[config.mk]
export PLATFORM = sky130hd
export DESIGN_NAME = pwrseq_top
export DESIGN_NICKNAME = d
export VERILOG_FILES = /design/src/rtl/pwrseq_pkg.sv /design/src/rtl/pwrseq_ctrl.sv /design/src/rtl/pwrseq_ramp.sv /design/src/rtl/pwrseq_rail.sv /design/src/rtl/pwrseq_fault.sv /design/src/rtl/pwrseq_top.sv
export SDC_FILE = /design/constraint.sdc
export NUM_CORES = 1
export LEC_CHECK = 0
export BUFFER_PORTS_ARGS = -buffer_cell sky130_fd_sc_hd__buf_2
export CAP_MARGIN = 10
export CORE_MARGIN = 5
export CORE_UTILIZATION = 49
export CTS_CLUSTER_DIAMETER = 60
export DETAILED_ROUTE_END_ITERATION = 16
export PLACE_DENSITY = 0.75
export SLEW_MARGIN = 15
export SYNTH_ARGS = -nofsm -noshare
export SYNTH_HDL_FRONTEND = slang
export SYNTH_SLANG_ARGS = --single-unit
export TNS_END_PERCENT = 20
[constraint.sdc]
create_clock -name clk -period 1.6 [get_ports clk]
set_input_delay 0.32 -clock clk [delete_from_list [all_inputs] [get_ports clk]]
set_output_delay 0.32 -clock clk [all_outputs]
set_load 0.01 [all_outputs]
[src/rtl/pwrseq_pkg.sv]
package pwrseq_pkg;

  typedef enum logic [2:0] {
    ST_OFF   = 3'd0,
    ST_REF   = 3'd1,
    ST_OSC   = 3'd2,
    ST_GATE  = 3'd3,
    ST_RDY   = 3'd4,
    ST_BOOST = 3'd5
  } seq_state_e;

  localparam int NUM_RAILS = 3;
  localparam int RAIL_P    = 0;
  localparam int RAIL_N    = 1;
  localparam int RAIL_2    = 2;

endpackage

[src/rtl/pwrseq_ctrl.sv]
module pwrseq_ctrl
  import pwrseq_pkg::*;
(
  input  logic clk,
  input  logic rst_n,
  input  logic shdn_n,
  input  logic uvlo,
  input  logic ref_ready,
  input  logic gate_ready,
  input  logic conv_en,
  input  logic fault_q,
  output logic ref_on,
  output logic osc_on,
  output logic gate_on,
  output logic aux_on,
  output logic in_boost
);

  seq_state_e state_q, state_d;

  always_comb begin
    state_d = state_q;
    if (!shdn_n || uvlo) begin
      state_d = ST_OFF;
    end else begin
      unique case (state_q)
        ST_OFF:   state_d = ST_REF;
        ST_REF:   if (ref_ready) state_d = ST_OSC;
        ST_OSC:   state_d = ST_GATE;
        ST_GATE:  if (gate_ready) state_d = ST_RDY;
        ST_RDY:   if (conv_en && !fault_q) state_d = ST_BOOST;
        ST_BOOST: if (!conv_en || fault_q) state_d = ST_RDY;
        default:  state_d = ST_OFF;
      endcase
    end
  end

  always_ff @(posedge clk or negedge rst_n) begin
    if (!rst_n) state_q <= ST_OFF;
    else        state_q <= state_d;
  end

  always_comb begin
    ref_on   = 1'b0;
    osc_on   = 1'b0;
    gate_on  = 1'b0;
    aux_on   = 1'b0;
    in_boost = 1'b0;
    unique case (state_q)
      ST_OFF:   ;
      ST_REF:   ref_on = 1'b1;
      ST_OSC:   begin ref_on = 1'b1; osc_on = 1'b1; end
      ST_GATE:  begin ref_on = 1'b1; osc_on = 1'b1; gate_on = 1'b1; end
      ST_RDY:   begin ref_on = 1'b1; osc_on = 1'b1; gate_on = 1'b1; aux_on = 1'b1; end
      ST_BOOST: begin
        ref_on = 1'b1; osc_on = 1'b1; gate_on = 1'b1; aux_on = 1'b1; in_boost = 1'b1;
      end
      default:  ;
    endcase
  end

endmodule

[src/rtl/pwrseq_ramp.sv]
module pwrseq_ramp #(
  parameter int RAMP_W = 8
) (
  input  logic              clk,
  input  logic              rst_n,
  input  logic              run,
  output logic [RAMP_W-1:0] ramp
);

  localparam logic [RAMP_W-1:0] RAMP_MAX = {RAMP_W{1'b1}};

  always_ff @(posedge clk or negedge rst_n) begin
    if (!rst_n)               ramp <= '0;
    else if (!run)            ramp <= '0;
    else if (ramp != RAMP_MAX) ramp <= ramp + 1'b1;
  end

endmodule

[src/rtl/pwrseq_rail.sv]
module pwrseq_rail #(
  parameter int RAMP_W  = 8,
  parameter bit NEED_SS = 1'b0
) (
  input  logic              clk,
  input  logic              rst_n,
  input  logic              capture,
  input  logic [RAMP_W-1:0] thr_in,
  input  logic [RAMP_W-1:0] ramp,
  input  logic              ss_done,
  input  logic              active,
  output logic              hit
);

  logic [RAMP_W-1:0] thr_q;
  logic              ss_ok;

  always_ff @(posedge clk or negedge rst_n) begin
    if (!rst_n)       thr_q <= {RAMP_W{1'b1}};
    else if (capture) thr_q <= thr_in;
  end

  assign ss_ok = NEED_SS ? ss_done : 1'b1;
  assign hit   = active && (ramp > thr_q) && ss_ok;

endmodule

[src/rtl/pwrseq_fault.sv]
module pwrseq_fault (
  input  logic clk,
  input  logic rst_n,
  input  logic arm,
  input  logic fault_in,
  input  logic clr,
  output logic latched
);

  always_ff @(posedge clk or negedge rst_n) begin
    if (!rst_n)                latched <= 1'b0;
    else if (clr)              latched <= 1'b0;
    else if (arm && fault_in)  latched <= 1'b1;
  end

endmodule

[src/rtl/pwrseq_top.sv]
module pwrseq_top
  import pwrseq_pkg::*;
#(
  parameter int RAMP_W = 8
) (
  input  logic              clk,
  input  logic              rst_n,
  input  logic              shdn_n,
  input  logic              uvlo,
  input  logic              ref_ready,
  input  logic              gate_ready,
  input  logic              conv_en,
  input  logic              ss_done,
  input  logic              fault_in,
  input  logic [RAMP_W-1:0] thr_p,
  input  logic [RAMP_W-1:0] thr_n,
  input  logic [RAMP_W-1:0] thr_2,
  output logic              ref_en,
  output logic              osc_en,
  output logic              fdet_en,
  output logic              gate_en,
  output logic              aux1_en,
  output logic              fcnt_en,
  output logic              boost_en,
  output logic              rail_p_en,
  output logic              rail_n_en,
  output logic              rail_2_en,
  output logic              sw_drv_en
);

  logic ref_on, osc_on, gate_on, aux_on, in_boost;
  logic fault_q, fault_clr, rails_active;
  logic [RAMP_W-1:0] ramp_q;
  logic [NUM_RAILS-1:0][RAMP_W-1:0] thr_all;
  logic [NUM_RAILS-1:0] rail_hit;

  pwrseq_ctrl u_ctrl (
    .clk        (clk),
    .rst_n      (rst_n),
    .shdn_n     (shdn_n),
    .uvlo       (uvlo),
    .ref_ready  (ref_ready),
    .gate_ready (gate_ready),
    .conv_en    (conv_en),
    .fault_q    (fault_q),
    .ref_on     (ref_on),
    .osc_on     (osc_on),
    .gate_on    (gate_on),
    .aux_on     (aux_on),
    .in_boost   (in_boost)
  );

  assign fault_clr = !shdn_n || uvlo;

  pwrseq_fault u_fault (
    .clk      (clk),
    .rst_n    (rst_n),
    .arm      (aux_on),
    .fault_in (fault_in),
    .clr      (fault_clr),
    .latched  (fault_q)
  );

  pwrseq_ramp #(.RAMP_W(RAMP_W)) u_ramp (
    .clk   (clk),
    .rst_n (rst_n),
    .run   (in_boost),
    .ramp  (ramp_q)
  );

  assign thr_all[RAIL_P] = thr_p;
  assign thr_all[RAIL_N] = thr_n;
  assign thr_all[RAIL_2] = thr_2;
  assign rails_active    = in_boost && !fault_q;

  for (genvar g = 0; g < NUM_RAILS; g++) begin : g_rail
    pwrseq_rail #(
      .RAMP_W  (RAMP_W),
      .NEED_SS (g == RAIL_P)
    ) u_rail (
      .clk     (clk),
      .rst_n   (rst_n),
      .capture (!in_boost),
      .thr_in  (thr_all[g]),
      .ramp    (ramp_q),
      .ss_done (ss_done),
      .active  (rails_active),
      .hit     (rail_hit[g])
    );
  end

  assign ref_en    = shdn_n && ref_on;
  assign osc_en    = shdn_n && osc_on;
  assign fdet_en   = shdn_n && osc_on;
  assign gate_en   = shdn_n && gate_on;
  assign aux1_en   = shdn_n && aux_on;
  assign fcnt_en   = shdn_n && aux_on;
  assign boost_en  = shdn_n && rails_active;
  assign rail_p_en = shdn_n && rail_hit[RAIL_P];
  assign rail_n_en = shdn_n && rail_hit[RAIL_N];
  assign rail_2_en = shdn_n && rail_hit[RAIL_2];
  assign sw_drv_en = shdn_n && rail_hit[RAIL_2];

endmodule

==> impl_results.rst <==
.. list-table::
   :header-rows: 1

   * - Metric
     - Value
   * - Status
     - complete, but fails checks
   * - Violations in the final reports
     - setup timing
   * - Final Setup Violations
     - 8
   * - Number of flops mapped to enable cells by yosys
     - 0
   * - Skew-Pair Late Insertion Delay
     - a little under 0.3 ns
   * - Cell types occupying the most area after synthesis
     - dfstp_2 (29%), ha_1 (14%), dfrtp_1 (14%)
   * - Placeable core region
     - 0.004354 mm²
   * - Maximum capacitance violations
     - 0
   * - Final Wtd Congestion
     - 0.8447
   * - Overall power of the completed layout
     - 2.035 mW
   * - Most common flop cell mapped by yosys
     - dfstp_2
   * - DR pass1 iterations
     - 4
   * - Critical path required time
     - 1.28 ns
   * - Area fraction of the dominant cell type after synthesis
     - 28.85%
   * - Area enclosed by the die boundary
     - 0.005897 mm²
   * - I/O pin total
     - 44
   * - Clock root cell
     - clkbuf_8
   * - CP endpoint kind
     - output port
   * - Path type of the worst setup path
     - flop to output port
   * - Critical Path Start Type
     - flop
   * - Remaining number of nets flagged by the antenna check after routing
     - 0
   * - Global-route wire length before repair
     - 8645 µm
   * - Number of vias in the routed layout
     - around 1,900
   * - Post-route worst setup slack
     - -0.5007 ns
   * - Post-synthesis cell count
     - 232
   * - Pwr Density
     - 680.5 mW/mm²
   * - Initial antenna violation count
     - 0
   * - Crit share post-route
     - 131.3%
   * - Fillcell total
     - 332
   * - GR Overflow Total
     - 0
   * - Post-synthesis sequential area ratio
     - 42.59%
   * - Most common cell in the netlist
     - nand2_1
   * - Overall global routing resource usage
     - ~18%
   * - Register-to-Register Path Depth
     - 5
   * - DRC violation total after the first TritonRoute iteration
     - 57
   * - Leakage power figure
     - 1.462 nW
   * - Initial cell density of the core
     - 50.20%
   * - Relative area change from synthesis to final layout
     - 36.81%
   * - Yosys Warn Count
     - 0
   * - VDD IR-drop max
     - about 460 µV
   * - Asr flop ratio synth
     - 100.0%
   * - Vias in the first global route
     - 1,967
   * - Delay of the slowest critical-path stage
     - between 0.5 and 0.6 ns
   * - Distinct cell type count of the synthesized netlist
     - 38
   * - Clock-pin transition on the worst setup and hold timing paths
     - 0.08 ns
   * - Die boundary width
     - 76.79 µm
   * - Highest Clock Rate
     - 476.0 MHz
   * - Multi-input gate area
     - 0.001316 mm²
   * - Util after Layout
     - 68.68%
   * - Number of synthesized register bits
     - 36
   * - Clock tree from TritonCTS
     - yes
   * - Cell type with the highest aggregate area in the netlist
     - dfstp_2
   * - Highest fanout seen on the critical path
     - 2
   * - Rel. slew slack
     - a little over two thirds
   * - Count of cell instances traversed by the critical path
     - 6
   * - Number of I/O port buffers
     - 43
   * - Die height
     - between 70 and 80 µm
   * - Routed wire length
     - 5370 µm
   * - Worst clock skew on the final layout
     - 0.004967 ns
   * - Crit path buf inv count
     - 2
   * - List of most frequent post-synthesis cells
     - nand2_1 (28), ha_1 (25), dfstp_2 (24)
   * - Largest net degree at the start of global routing
     - 53
   * - H-Tree Depth
     - 2
   * - Cells on Worst Hold Path
     - 3
   * - Via density
     - ~5.3
   * - Max Root-Sink Buffers
     - 2
   * - RSZ-0062 raised after global routing
     - true
   * - Antenna diodes
     - 0
   * - Routed len/inst
     - 15.21 µm
   * - Number of hold violations in the final report
     - 0
   * - Net Count, Synth
     - 290
   * - Crit path max-delay cell type
     - dfstp_2
   * - Crit path time final
     - 2.101 ns
   * - Hpwl dp
     - 3479 µm
   * - Core Rows
     - 24
   * - Net count, final
     - 358
   * - Sinks on Clock Net
     - 36
   * - CTS Buf Count
     - 5
   * - Path category of the worst min-delay check
     - input port to flop
   * - Place WS
     - -0.2173 ns
   * - Synthesized cell area
     - 0.002186 mm²
   * - Average footprint of a synthesized cell
     - around 9.4 µm²
   * - WP data arrival
     - between 1.5 and 2 ns
   * - Setup TNS
     - -2.298 ns
   * - Final Max Tran Viols
     - 0
   * - Register cell area after layout
     - 938.4 µm²
   * - Dominant delay contributor by cell family on the critical path
     - flip-flops
   * - Worst-Margin Slew
     - 0.4559 ns
   * - CP cell instances
     - inv_2 > ha_4 > nand4_1 > o21bai_1 > a31oi_2 > buf_2
   * - Fraction of layout instances using a drive strength above 1
     - 50.50%
   * - Remaining routing DRC violations
     - 0
## logic make-up after synthesis
logic type	count (synthesis)	synth area share, %
AND/OR/NAND/NOR	73	16.89
AO/OA/AOI/OAI	57	16.03
flip-flops	36	42.59
buffers and inverters	34	6.926
adder cells (fa/ha/maj)	25	14.31
multiplexers	5	2.461
XOR/XNOR	2	0.8015
## layer usage
metal	wire length (µm)	up-vias	global-route usage, %
met3	241	8	4.450
met5	0	-	0
met1	2350	893	21.32
li1	-	939	-
met2	2686	45	30.90
met4	92	0	6.818
## repair_timing
action | in CTS | in global routing
pin swaps | 4 | 8
buffers inserted | 0 | 2
hold buffers | 1 | 0
hold endpoints to repair | 2 | 0
resized for setup | 22 | 23
endpoints found under the setup margin | 10 | 13
## flip-flops by register name, indices dropped and copies added, names as in the netlist
register and count:
g_rail.u_rail.thr_q 24, u_ramp.ramp 8, u_ctrl.state_q 3, u_fault.latched 1
## power by group
group,switching (mW),internal [mW]
Clock,0.339,0.487
Sequential,0.0135,0.967
Combinational,0.112,0.117
Total,0.465,1.57
## worst paths after layout
path                                                start                   endpoint  slack [ns]
worst max-delay path            g_rail[2].u_rail.thr_q[7]                  rail_2_en       -0.50
worst min-delay path                             thr_2[6]  g_rail[2].u_rail.thr_q[6]        0.23
worst max register to register             u_ramp.ramp[1]             u_ramp.ramp[1]        0.04
worst min register to register  g_rail[0].u_rail.thr_q[2]  g_rail[0].u_rail.thr_q[2]        0.51
max in group asynchronous                           rst_n  g_rail[1].u_rail.thr_q[2]        0.71
min in group asynchronous                           rst_n          u_ctrl.state_q[1]        0.39
## layout by cell type, fill, tap and decap left out, types with 7 or more instances in the layout
cell type	instances
dfstp_2	24
o21ai_0	22
ha_1	11
nand4_1	9
buf_4	26
buf_2	41
clkbuf_8	7
inv_2	10
nand2_1	28
nor2_1	14
ha_4	13
inv_1	12
## stage by stage
stage	area [µm²]	hold WS (ns)	std cells
4_1_cts	2872	0.2247	351
3_3_place_gp	2613	0.1254	342
5_1_grt	2990	0.2296	353
6_report	2990	0.2294	353
2_1_floorplan	2198	0.02441	232
3_5_place_dp	2613	0.1256	342
## worst min-delay path: cells and delay by family
kind / cells / cell delay [ns]
AOI/OAI and AO/OA: 1 / 0.06
buffers and inverters: 1 / 0.07
and+or+nand+nor: 1 / 0.03
## area by class of cell
type / count / share of cell area (%)
Multi-Input combinational cell: 162 / 44.02
Sequential cell: 36 / 31.38
Timing Repair Buffer: 73 / 15.61
Clock buffer: 8 / 4.059
Inverter: 22 / 2.762
Tap cell: 52 / 2.176
Note: power is estimated with default switching activity, not from simulation.
